--- config.mk ---
export PLATFORM = sky130hd
export DESIGN_NAME = tfclk_gen
export DESIGN_NICKNAME = d
export VERILOG_FILES = /design/src/rtl/tfclk_pkg.sv /design/src/rtl/tfclk_cfg_hold.sv /design/src/rtl/tfclk_frame_cnt.sv /design/src/rtl/tfclk_clk_shape.sv /design/src/rtl/tfclk_gen.sv
export SDC_FILE = /design/constraint.sdc
export NUM_CORES = 1
export LEC_CHECK = 0
export BUFFER_PORTS_ARGS = -buffer_cell sky130_fd_sc_hd__buf_4
export CORE_MARGIN = 4
export CORE_UTILIZATION = 59
export DETAILED_ROUTE_END_ITERATION = 8
export PLACE_DENSITY_LB_ADDON = 0.05
export RECOVER_POWER = 100
export SETUP_SLACK_MARGIN = 0.5
export SKIP_CTS_REPAIR_TIMING = 1
export SLEW_MARGIN = 10
export SYNTH_ARGS = -nofsm -noshare
export SYNTH_HDL_FRONTEND = slang
export SYNTH_SLANG_ARGS = --single-unit
--- constraint.sdc ---
create_clock -name clk_i -period 5.5 [get_ports clk_i]
set_input_delay 1.65 -clock clk_i [delete_from_list [all_inputs] [get_ports clk_i]]
set_output_delay 1.65 -clock clk_i [all_outputs]
set_load 0.02 [all_outputs]
--- src/rtl/tfclk_pkg.sv ---
package tfclk_pkg;

    // Capture style of the trace output clock.
    typedef enum logic {
        EDGE_SINGLE = 1'b0,
        EDGE_DUAL   = 1'b1
    } edge_mode_e;

    // Frame length used when slow rate is on and the divisor is zero.
    localparam int unsigned ZERO_DIV_PERIOD = 2;

endpackage

--- src/rtl/tfclk_cfg_hold.sv ---
module tfclk_cfg_hold
    import tfclk_pkg::*;
#(
    parameter int unsigned DIV_W = 4,
    localparam int unsigned PER_W = DIV_W + 1
) (
    input  logic             clk_i,
    input  logic             rst_ni,
    input  logic             slow_i,
    input  logic [DIV_W-1:0] div_i,
    input  logic             ddr_i,
    input  logic             load_i,
    output logic             slow_o,
    output logic [DIV_W-1:0] div_o,
    output edge_mode_e       mode_o,
    output logic [PER_W-1:0] period_o
);

    typedef struct packed {
        logic             slow;
        logic [DIV_W-1:0] div;
        edge_mode_e       mode;
    } cfg_t;

    cfg_t cfg_d, cfg_q;

    // Next-state: take new settings only on the last cycle of a frame.
    always_comb begin
        cfg_d = cfg_q;
        if (load_i) begin
            cfg_d.slow = slow_i;
            cfg_d.div  = div_i;
            cfg_d.mode = edge_mode_e'(ddr_i);
        end
    end

    always_ff @(posedge clk_i or negedge rst_ni) begin
        if (!rst_ni) begin
            cfg_q <= '{slow: 1'b0, div: '0, mode: EDGE_SINGLE};
        end else begin
            cfg_q <= cfg_d;
        end
    end

    // Frame length in CPU cycles for the held settings.
    always_comb begin
        if (!cfg_q.slow) begin
            period_o = PER_W'(1);
        end else if (cfg_q.div == '0) begin
            period_o = PER_W'(ZERO_DIV_PERIOD);
        end else begin
            period_o = {1'b0, cfg_q.div} + PER_W'(1);
        end
    end

    assign slow_o = cfg_q.slow;
    assign div_o  = cfg_q.div;
    assign mode_o = cfg_q.mode;

    AST_CFG_HOLD: assert property (@(posedge clk_i) disable iff (!rst_ni)
        !load_i |=> $stable(cfg_q)) else $error("settings changed inside a frame");

endmodule

--- src/rtl/tfclk_frame_cnt.sv ---
module tfclk_frame_cnt #(
    parameter int unsigned DIV_W = 4,
    localparam int unsigned PER_W = DIV_W + 1
) (
    input  logic             clk_i,
    input  logic             rst_ni,
    input  logic [PER_W-1:0] period_i,
    output logic [DIV_W-1:0] cnt_o,
    output logic             frame_en_o,
    output logic             frame_end_o
);

    typedef struct packed {
        logic [DIV_W-1:0] cnt;
    } cnt_st_t;

    cnt_st_t st_d, st_q;
    logic    last;

    always_comb begin
        last = (({1'b0, st_q.cnt} + PER_W'(1)) == period_i);
        st_d = st_q;
        if (last) begin
            st_d.cnt = '0;
        end else begin
            st_d.cnt = st_q.cnt + DIV_W'(1);
        end
    end

    always_ff @(posedge clk_i or negedge rst_ni) begin
        if (!rst_ni) begin
            st_q <= '{cnt: '0};
        end else begin
            st_q <= st_d;
        end
    end

    assign cnt_o       = st_q.cnt;
    assign frame_en_o  = (st_q.cnt == '0);
    assign frame_end_o = last;

    AST_CNT_RANGE: assert property (@(posedge clk_i) disable iff (!rst_ni)
        ({1'b0, st_q.cnt} < period_i)) else $error("frame counter past period");

endmodule

--- src/rtl/tfclk_clk_shape.sv ---
module tfclk_clk_shape
    import tfclk_pkg::*;
#(
    parameter int unsigned DIV_W = 4,
    localparam int unsigned PER_W = DIV_W + 1
) (
    input  logic             clk_i,
    input  logic             rst_ni,
    input  logic [DIV_W-1:0] cnt_i,
    input  logic [PER_W-1:0] period_i,
    input  edge_mode_e       mode_i,
    input  logic             frame_en_i,
    input  logic             frame_end_i,
    output logic             early_o,
    output logic             late_o
);

    typedef struct packed {
        logic lvl;
    } shp_st_t;

    shp_st_t st_d, st_q;
    logic [PER_W-1:0] slot_early, slot_late;
    logic past_mid_early, past_mid_late;

    always_comb begin
        // Half-cycle slot numbers of the current CPU cycle within the frame.
        slot_early     = {cnt_i, 1'b0};
        slot_late      = {cnt_i, 1'b1};
        past_mid_early = (slot_early >= period_i);
        past_mid_late  = (slot_late >= period_i);
        if (mode_i == EDGE_DUAL) begin
            early_o = st_q.lvl ^ past_mid_early;
            late_o  = st_q.lvl ^ past_mid_late;
        end else begin
            early_o = past_mid_early;
            late_o  = past_mid_late;
        end
        st_d = st_q;
        if (frame_end_i) begin
            st_d.lvl = late_o;
        end
    end

    always_ff @(posedge clk_i or negedge rst_ni) begin
        if (!rst_ni) begin
            st_q <= '{lvl: 1'b0};
        end else begin
            st_q <= st_d;
        end
    end

    AST_SDR_STARTS_LOW: assert property (@(posedge clk_i) disable iff (!rst_ni)
        (mode_i == EDGE_SINGLE && frame_en_i) |-> !early_o) else $error("single-edge frame not low at start");
    AST_SDR_ENDS_HIGH: assert property (@(posedge clk_i) disable iff (!rst_ni)
        (mode_i == EDGE_SINGLE && frame_end_i) |-> late_o) else $error("single-edge frame not high at end");
    AST_DDR_NO_BOUNDARY_EDGE: assert property (@(posedge clk_i) disable iff (!rst_ni)
        (mode_i == EDGE_DUAL && frame_en_i) |-> (early_o == $past(late_o))) else $error("edge at frame boundary");

endmodule

--- src/rtl/tfclk_gen.sv ---
module tfclk_gen
    import tfclk_pkg::*;
#(
    parameter int unsigned DIV_W = 4
) (
    input  logic             clk_i,
    input  logic             rst_ni,
    input  logic             cfg_slow_i,
    input  logic [DIV_W-1:0] cfg_div_i,
    input  logic             cfg_ddr_i,
    output logic             frame_en_o,
    output logic             tclk_early_o,
    output logic             tclk_late_o
);

    localparam int unsigned PER_W = DIV_W + 1;

    logic             slow_q;
    logic [DIV_W-1:0] div_q;
    edge_mode_e       mode_q;
    logic [PER_W-1:0] period;
    logic [DIV_W-1:0] cnt;
    logic             frame_en;
    logic             frame_end;

    tfclk_cfg_hold #(.DIV_W(DIV_W)) u_cfg (
        .clk_i    (clk_i),
        .rst_ni   (rst_ni),
        .slow_i   (cfg_slow_i),
        .div_i    (cfg_div_i),
        .ddr_i    (cfg_ddr_i),
        .load_i   (frame_end),
        .slow_o   (slow_q),
        .div_o    (div_q),
        .mode_o   (mode_q),
        .period_o (period)
    );

    tfclk_frame_cnt #(.DIV_W(DIV_W)) u_cnt (
        .clk_i       (clk_i),
        .rst_ni      (rst_ni),
        .period_i    (period),
        .cnt_o       (cnt),
        .frame_en_o  (frame_en),
        .frame_end_o (frame_end)
    );

    tfclk_clk_shape #(.DIV_W(DIV_W)) u_shape (
        .clk_i       (clk_i),
        .rst_ni      (rst_ni),
        .cnt_i       (cnt),
        .period_i    (period),
        .mode_i      (mode_q),
        .frame_en_i  (frame_en),
        .frame_end_i (frame_end),
        .early_o     (tclk_early_o),
        .late_o      (tclk_late_o)
    );

    assign frame_en_o = frame_en;

    AST_FULL_RATE: assert property (@(posedge clk_i) disable iff (!rst_ni)
        !slow_q |-> frame_en) else $error("full rate missed a frame");
    AST_ZERO_DIV_TWO: assert property (@(posedge clk_i) disable iff (!rst_ni)
        (slow_q && div_q == '0 && frame_en) |=> !frame_en) else $error("zero divisor not halving");

endmodule

Word-level counts from Yosys, hierarchy flattened
Cells that the tools add are included.
Word-level totals
  flip-flop bits (word level): 11
  output and inout bits: 3
  bits of input ports: 8
  word-level logic and storage cells: 20
Operators by class
  multiplexer cells: 5
  eq/ne operators: 1
  reduce and logical (&&, ||, !) cells: 2
  bitwise gates (word level): 2
  add/subtract/negate cells: 3
  order comparisons: 2
Operators with widths (count)
  adder 4 x 1 -> 5 bit (second input constant): 2
  greater-or-equal comparator 5 bit: 2
  two-way mux 5 bit: 2
  logical NOT 4 bit: 2
  == test 5 bit: 1
  adder 4 x 1 -> 4 bit (second input constant): 1
  two-way mux 4 bit: 1
  two-way mux 1 bit: 2
  XOR 1 bit: 2

Logic depth before layout (Yosys ltp)
  word-level depth: 6
  depth in mapped cells: 12
  gate-level depth less buffers: 12

By module
From an unflattened synthesis, not the netlist that was laid out.
Second synthesis, totals
  cells, all modules: 91
  area, all modules: 899.6 um2
Modules (own cells, without submodules)
  tfclk_cfg_hold: times used 1, sequential area each 150.1 um2, cells each 30, area each 346.6 um2
  tfclk_frame_cnt: times used 1, sequential area each 100.1 um2, cells each 35, area each 337.8 um2
  tfclk_clk_shape: times used 1, sequential area each 25.0 um2, cells each 26, area each 215.2 um2

Worst setup path after synthesis
OpenSTA, ideal clock, no wires.
  path kind: flip-flop to output port
  from: register u_cfg.cfg_q (netlist bit u_cfg.div_o[0])
  to: output port tclk_late_o
  data required time: 3.850 ns
  setup slack: 1.777 ns
  cell stages (with the launch flop): 11
  arrival: 2.073 ns
  buffers on the path: 0
  path through: dfrtp_1 inv_1 ha_1 nor2b_1 nor3b_1 o21ai_0 ha_1 a21oi_1 o21ai_0 a21oi_1 xor2_1
On the way
  word-level cells in the longest chain between the ends: 6
  elaborated cells on any way between the ends: 7
  classes of those cells: add/sub: 1; order compare: 1; mux: 3; bitwise: 1; reduce/logical: 1
RTL lines
  start: declaration: RTL line tfclk_cfg_hold.sv:25  | cfg_t cfg_d, cfg_q;
  start signal: assignment: RTL line tfclk_cfg_hold.sv:39  | cfg_q <= '{slow: 1'b0, div: '0, mode: EDGE_SINGLE};
  start signal: assignment: RTL line tfclk_cfg_hold.sv:41  | cfg_q <= cfg_d;
  adder 4 x 1 -> 5 bit or logical NOT 4 bit (tied branches): RTL line tfclk_cfg_hold.sv:52, tfclk_cfg_hold.sv:49
  two-way mux 5 bit *: RTL line tfclk_cfg_hold.sv:49  | end else if (cfg_q.div == '0) begin
  two-way mux 5 bit *: RTL line tfclk_cfg_hold.sv:47  | if (!cfg_q.slow) begin
  greater-or-equal comparator 5 bit *: RTL line tfclk_clk_shape.sv:31  | past_mid_late = (slot_late >= period_i);
  XOR 1 bit: RTL line tfclk_clk_shape.sv:34  | late_o = st_q.lvl ^ past_mid_late;
  two-way mux 1 bit *: RTL line tfclk_clk_shape.sv:32  | if (mode_i == EDGE_DUAL) begin
  end: declaration: RTL line tfclk_gen.sv:13  | output logic tclk_late_o
Mark *: on every way between the ends. The rest lies on a longest branch, timed or not.

Worst setup path after layout
  from: register u_cfg.cfg_q (netlist bit u_cfg.div_o[0])
  to: output port tclk_early_o
On the way
  word-level cells in the longest chain between the ends: 6
  elaborated cells on any way between the ends: 7
  classes of those cells: add/sub: 1; order compare: 1; mux: 3; bitwise: 1; reduce/logical: 1
RTL lines
  adder 4 x 1 -> 5 bit or logical NOT 4 bit (tied branches): RTL line tfclk_cfg_hold.sv:52, tfclk_cfg_hold.sv:49
  two-way mux 5 bit *: RTL line tfclk_cfg_hold.sv:49
  two-way mux 5 bit *: RTL line tfclk_cfg_hold.sv:47
  greater-or-equal comparator 5 bit *: RTL line tfclk_clk_shape.sv:30  | past_mid_early = (slot_early >= period_i);
  XOR 1 bit: RTL line tfclk_clk_shape.sv:33  | early_o = st_q.lvl ^ past_mid_early;
  two-way mux 1 bit *: RTL line tfclk_clk_shape.sv:32
  end: declaration: RTL line tfclk_gen.sv:12  | output logic tclk_early_o,
Marks and branches as above.

==> flow_summary.html <==
<table>
<tr><th>Metric</th><th>Value</th></tr>
<tr><th colspan="2">Floorplan</th></tr>
<tr><td>Num ports</td><td>11</td></tr>
<tr><td>Initial Utilization</td><td>62.61%</td></tr>
<tr><td>Area of the die</td><td>2018 um2</td></tr>
<tr><td>Core Area</td><td>1285 um2</td></tr>
<tr><td>Die height</td><td>44.93 um</td></tr>
<tr><td>Count of standard-cell rows</td><td>13</td></tr>
<tr><td>Horizontal extent of the die</td><td>44.93 um</td></tr>
<tr><th colspan="2">Clock tree</th></tr>
<tr><td>CTS sink count</td><td>11</td></tr>
<tr><td>Reg clk slew, reported paths</td><td>70 ps</td></tr>
<tr><td>Clock tree from TritonCTS</td><td>built</td></tr>
<tr><td>H-tree depth reported by CTS</td><td>1</td></tr>
<tr><td>Clock insertion delay at the later pin of the skew report</td><td>260 ps</td></tr>
<tr><td>Total clock buffers created by CTS</td><td>3</td></tr>
<tr><td>Buffer cell driving the clock tree root</td><td>clkbuf_4</td></tr>
<tr><td>Maximum count of clock buffers along a single path</td><td>2</td></tr>
<tr><th colspan="2">Synth</th></tr>
<tr><td>Leading post-synthesis cells by cell area</td><td>dfrtp_1 34%, ha_1 14%, mux2_4 13%</td></tr>
<tr><td>Number of storage elements in the synthesis netlist</td><td>11</td></tr>
<tr><td>Portion of the post-synthesis area used by sequential elements</td><td>34.21%</td></tr>
<tr><td>Post-synthesis async set-or-reset flop share</td><td>100.0%</td></tr>
<tr><td>Primary FF master, synth</td><td>dfrtp_1</td></tr>
<tr><td>Number of instances in the synthesized netlist</td><td>78</td></tr>
<tr><td>Largest area contributor in the synthesized netlist</td><td>dfrtp_1</td></tr>
<tr><td>Synth cell types</td><td>20</td></tr>
<tr><td>Post-synthesis net count</td><td>95</td></tr>
<tr><td>Number of synthesized flops with an enable pin</td><td>0</td></tr>
<tr><td>Synth Cell Area</td><td>804.5 um2</td></tr>
<tr><td>Yosys warning total</td><td>0</td></tr>
<tr><td>Most repeated cell in the gate-level netlist after synthesis</td><td>dfrtp_1</td></tr>
<tr><td>Area share of the largest cell type after synthesis</td><td>34.21%</td></tr>
<tr><td>Top cell types by occurrence after synthesis</td><td>11 x dfrtp_1, 9 x ha_1, 7 x inv_1, 7 x mux2_4, 7 x xnor2_1</td></tr>
<tr><td>Average instance area after synthesis</td><td>10.31 um2</td></tr>
<tr><th colspan="2">Global routing</th></tr>
<tr><td>Pin count of the biggest net entering global routing</td><td>12</td></tr>
<tr><td>Total congestion overflow</td><td>0</td></tr>
<tr><td>First-pass GRT wire length</td><td>2504 um</td></tr>
<tr><td>Vias in the first global route</td><td>583</td></tr>
<tr><td>Overall Global Routing Usage</td><td>16.79%</td></tr>
<tr><td>Antenna violations before repair</td><td>0</td></tr>
<tr><th colspan="2">Timing</th></tr>
<tr><td>Max-slew violations</td><td>0</td></tr>
<tr><td>Hold slack final</td><td>509.9 ps</td></tr>
<tr><td>Endpoints failing hold</td><td>0</td></tr>
<tr><td>Setup_tns</td><td>0 ps</td></tr>
<tr><td>Highest Clock Rate</td><td>237.5 MHz</td></tr>
<tr><td>Max Clock Skew</td><td>1.570 ps</td></tr>
<tr><td>Final Setup Violations</td><td>0</td></tr>
<tr><td>Remaining max-slew budget at the tightest pin</td><td>60.16%</td></tr>
<tr><td>RSZ-0062 raised after global routing</td><td>no</td></tr>
<tr><td>Slew of the pin with the lowest slew margin</td><td>597.5 ps</td></tr>
<tr><td>Final period utilization</td><td>76.54%</td></tr>
<tr><td>Crit path time final</td><td>4210 ps</td></tr>
<tr><th colspan="2">Route</th></tr>
<tr><td>Post-DR vias/cell</td><td>5.358</td></tr>
<tr><td>First-pass detailed-route iteration total</td><td>4</td></tr>
<tr><td>Post-route DRC</td><td>0</td></tr>
<tr><td>DRT Wirelength</td><td>1362 um</td></tr>
<tr><td>Overall via count from detail_route</td><td>568</td></tr>
<tr><td>Routed wirelength normalized by instance count</td><td>12.85 um</td></tr>
<tr><td>Number of violations reported at the end of detailed-routing iteration 0</td><td>5</td></tr>
<tr><td>Post-route ant nets</td><td>0</td></tr>
<tr><th colspan="2">Placed design</th></tr>
<tr><td>Instance count after placement with tap cells included</td><td>102</td></tr>
<tr><td>Buffers added on ports</td><td>10</td></tr>
<tr><td>GP Congestion</td><td>0.7337</td></tr>
<tr><td>Post-detailed-placement half-perimeter wirelength</td><td>1099 um</td></tr>
<tr><th colspan="2">Worst setup path</th></tr>
<tr><td>Setup crit start kind</td><td>flop</td></tr>
<tr><td>WP data required</td><td>3850 ps</td></tr>
<tr><td>Crit path kind</td><td>reg2out</td></tr>
<tr><td>Critical-path top delay cell</td><td>dfrtp_1</td></tr>
<tr><td>List of cells traversed by the critical path</td><td>inv_1 &gt; ha_1 &gt; nor3b_1 &gt; o21ai_0 &gt; inv_1 &gt; ha_1 &gt; inv_1 &gt; o21bai_1 &gt; a21oi_1 &gt; o21ai_0 &gt; xnor2_1 &gt; clkbuf_1</td></tr>
<tr><td>Cell with the most instances on the worst path</td><td>inv_1</td></tr>
<tr><td>Slowest stage delay, CP</td><td>400 ps</td></tr>
<tr><td>Arrival time worst endpoint</td><td>2560 ps</td></tr>
<tr><td>Endpoint kind of the worst setup timing path</td><td>output port</td></tr>
<tr><td>Highest fanout seen on the critical path</td><td>5</td></tr>
<tr><th colspan="2">Final layout</th></tr>
<tr><td>Post-layout utilization of the core</td><td>68.26%</td></tr>
<tr><td>Synth-to-Final Area Change</td><td>9.020%</td></tr>
<tr><td>Number of inserted diodes</td><td>0</td></tr>
<tr><td>Fraction of layout instances using a drive strength above 1</td><td>13.19%</td></tr>
<tr><td>Fin cells</td><td>106</td></tr>
<tr><td>Final Net Count</td><td>109</td></tr>
<tr><th colspan="2">Flow run</th></tr>
<tr><td>Number of max-cap violations</td><td>0</td></tr>
<tr><th colspan="2">Worst hold path</th></tr>
<tr><td>Path class of the lowest-slack min-delay path</td><td>reg2reg</td></tr>
<tr><th colspan="2">Status</th></tr>
<tr><td>Status</td><td>completed</td></tr>
</table>
[flip-flops by register name, indices dropped and copies added, names as in the netlist]
| register | count |
|---|---|
| u_cfg.div_o | 4 |
| u_cfg.slow_o | 1 |
| u_cfg.mode_o | 1 |
| u_shape.st_q | 1 |
| u_cnt.cnt_o | 4 |
[through the flow]
stage | cell area (um2) | setup WS, ps
6_report | 877.1 | 1290
5_1_grt | 877.1 | 1013
3_3_place_gp | 887.1 | 1709
2_1_floorplan | 804.5 | 1777
3_5_place_dp | 887.1 | 1633
4_1_cts | 914.6 | 1339
[final cells by class]
class | count | area (um2)
Multi-Input combinational cell | 59 | 469.2
Fill cell | 128 | 407.9
Sequential cell | 11 | 275.3
Timing Repair Buffer | 10 | 60.06
Inverter | 7 | 26.28
Clock buffer | 3 | 22.52
Tap cell | 15 | 18.77
Clock inverter | 1 | 5.005
[placed cells by master, fill, tap and decap left out, drive strengths merged, types with 2 or more instances in the layout]
cell type   n
a21oi       4
and2        3
buf         6
clkbuf      7
dfrtp      11
ha          9
inv         7
mux2        8
nand2       6
nand2b      2
nand3       2
nand4       2
nor2b       3
nor3b       3
o21ai       5
xnor2       7
xor2        2
[layer usage]
layer	GRT usage [%]	part of all wire [%]	vias up
met5	0	0	-
met4	5.263	0.88	0
met3	2.390	5.1	2
met2	27.12	45	11
met1	23.12	49	268
li1	-	-	287
[final timing paths]
path | slack [ps] | depth (start not counted) | endpoint | startpoint
min in group asynchronous | 1360 | 1 | u_cfg.div_o[0] | rst_ni
min reg2reg | 510 | 1 | u_shape.st_q | u_shape.st_q
min | 510 | 1 | u_shape.st_q | u_shape.st_q
max | 1290 | 12 | tclk_early_o | u_cfg.div_o[0]
max in group asynchronous | 3750 | 1 | u_cfg.div_o[2] | rst_ni
max reg2reg | 3050 | 7 | u_cfg.div_o[1] | u_cfg.div_o[0]
[worst max-delay path, delay by kind of cell, from the launching register on]
kind                       cells  cell delay (ps)
AOI/OAI and AO/OA              4              670
xor gates and xnor gates       1              140
adders and majority gates      2              500
buffers and inverters          4              460
DFF                            1              400
and+or+nand+nor                1              140
[kinds of logic (layout without fill, tap and decap cells)]
group / after synthesis / in the layout / synth area share [%]
AOI/OAI and AO/OA: 10 / 10 / 6.532
buffers and inverters: 8 / 21 / 4.666
and+or+nand+nor: 22 / 22 / 15.08
DFF: 11 / 11 / 34.21
muxes: 9 / 9 / 15.71
adders and majority gates: 9 / 9 / 14.00
xor gates and xnor gates: 9 / 9 / 9.798
Power is not shown: default switching activity piles up to over one toggle a cycle in this logic, so the estimate is an artifact.
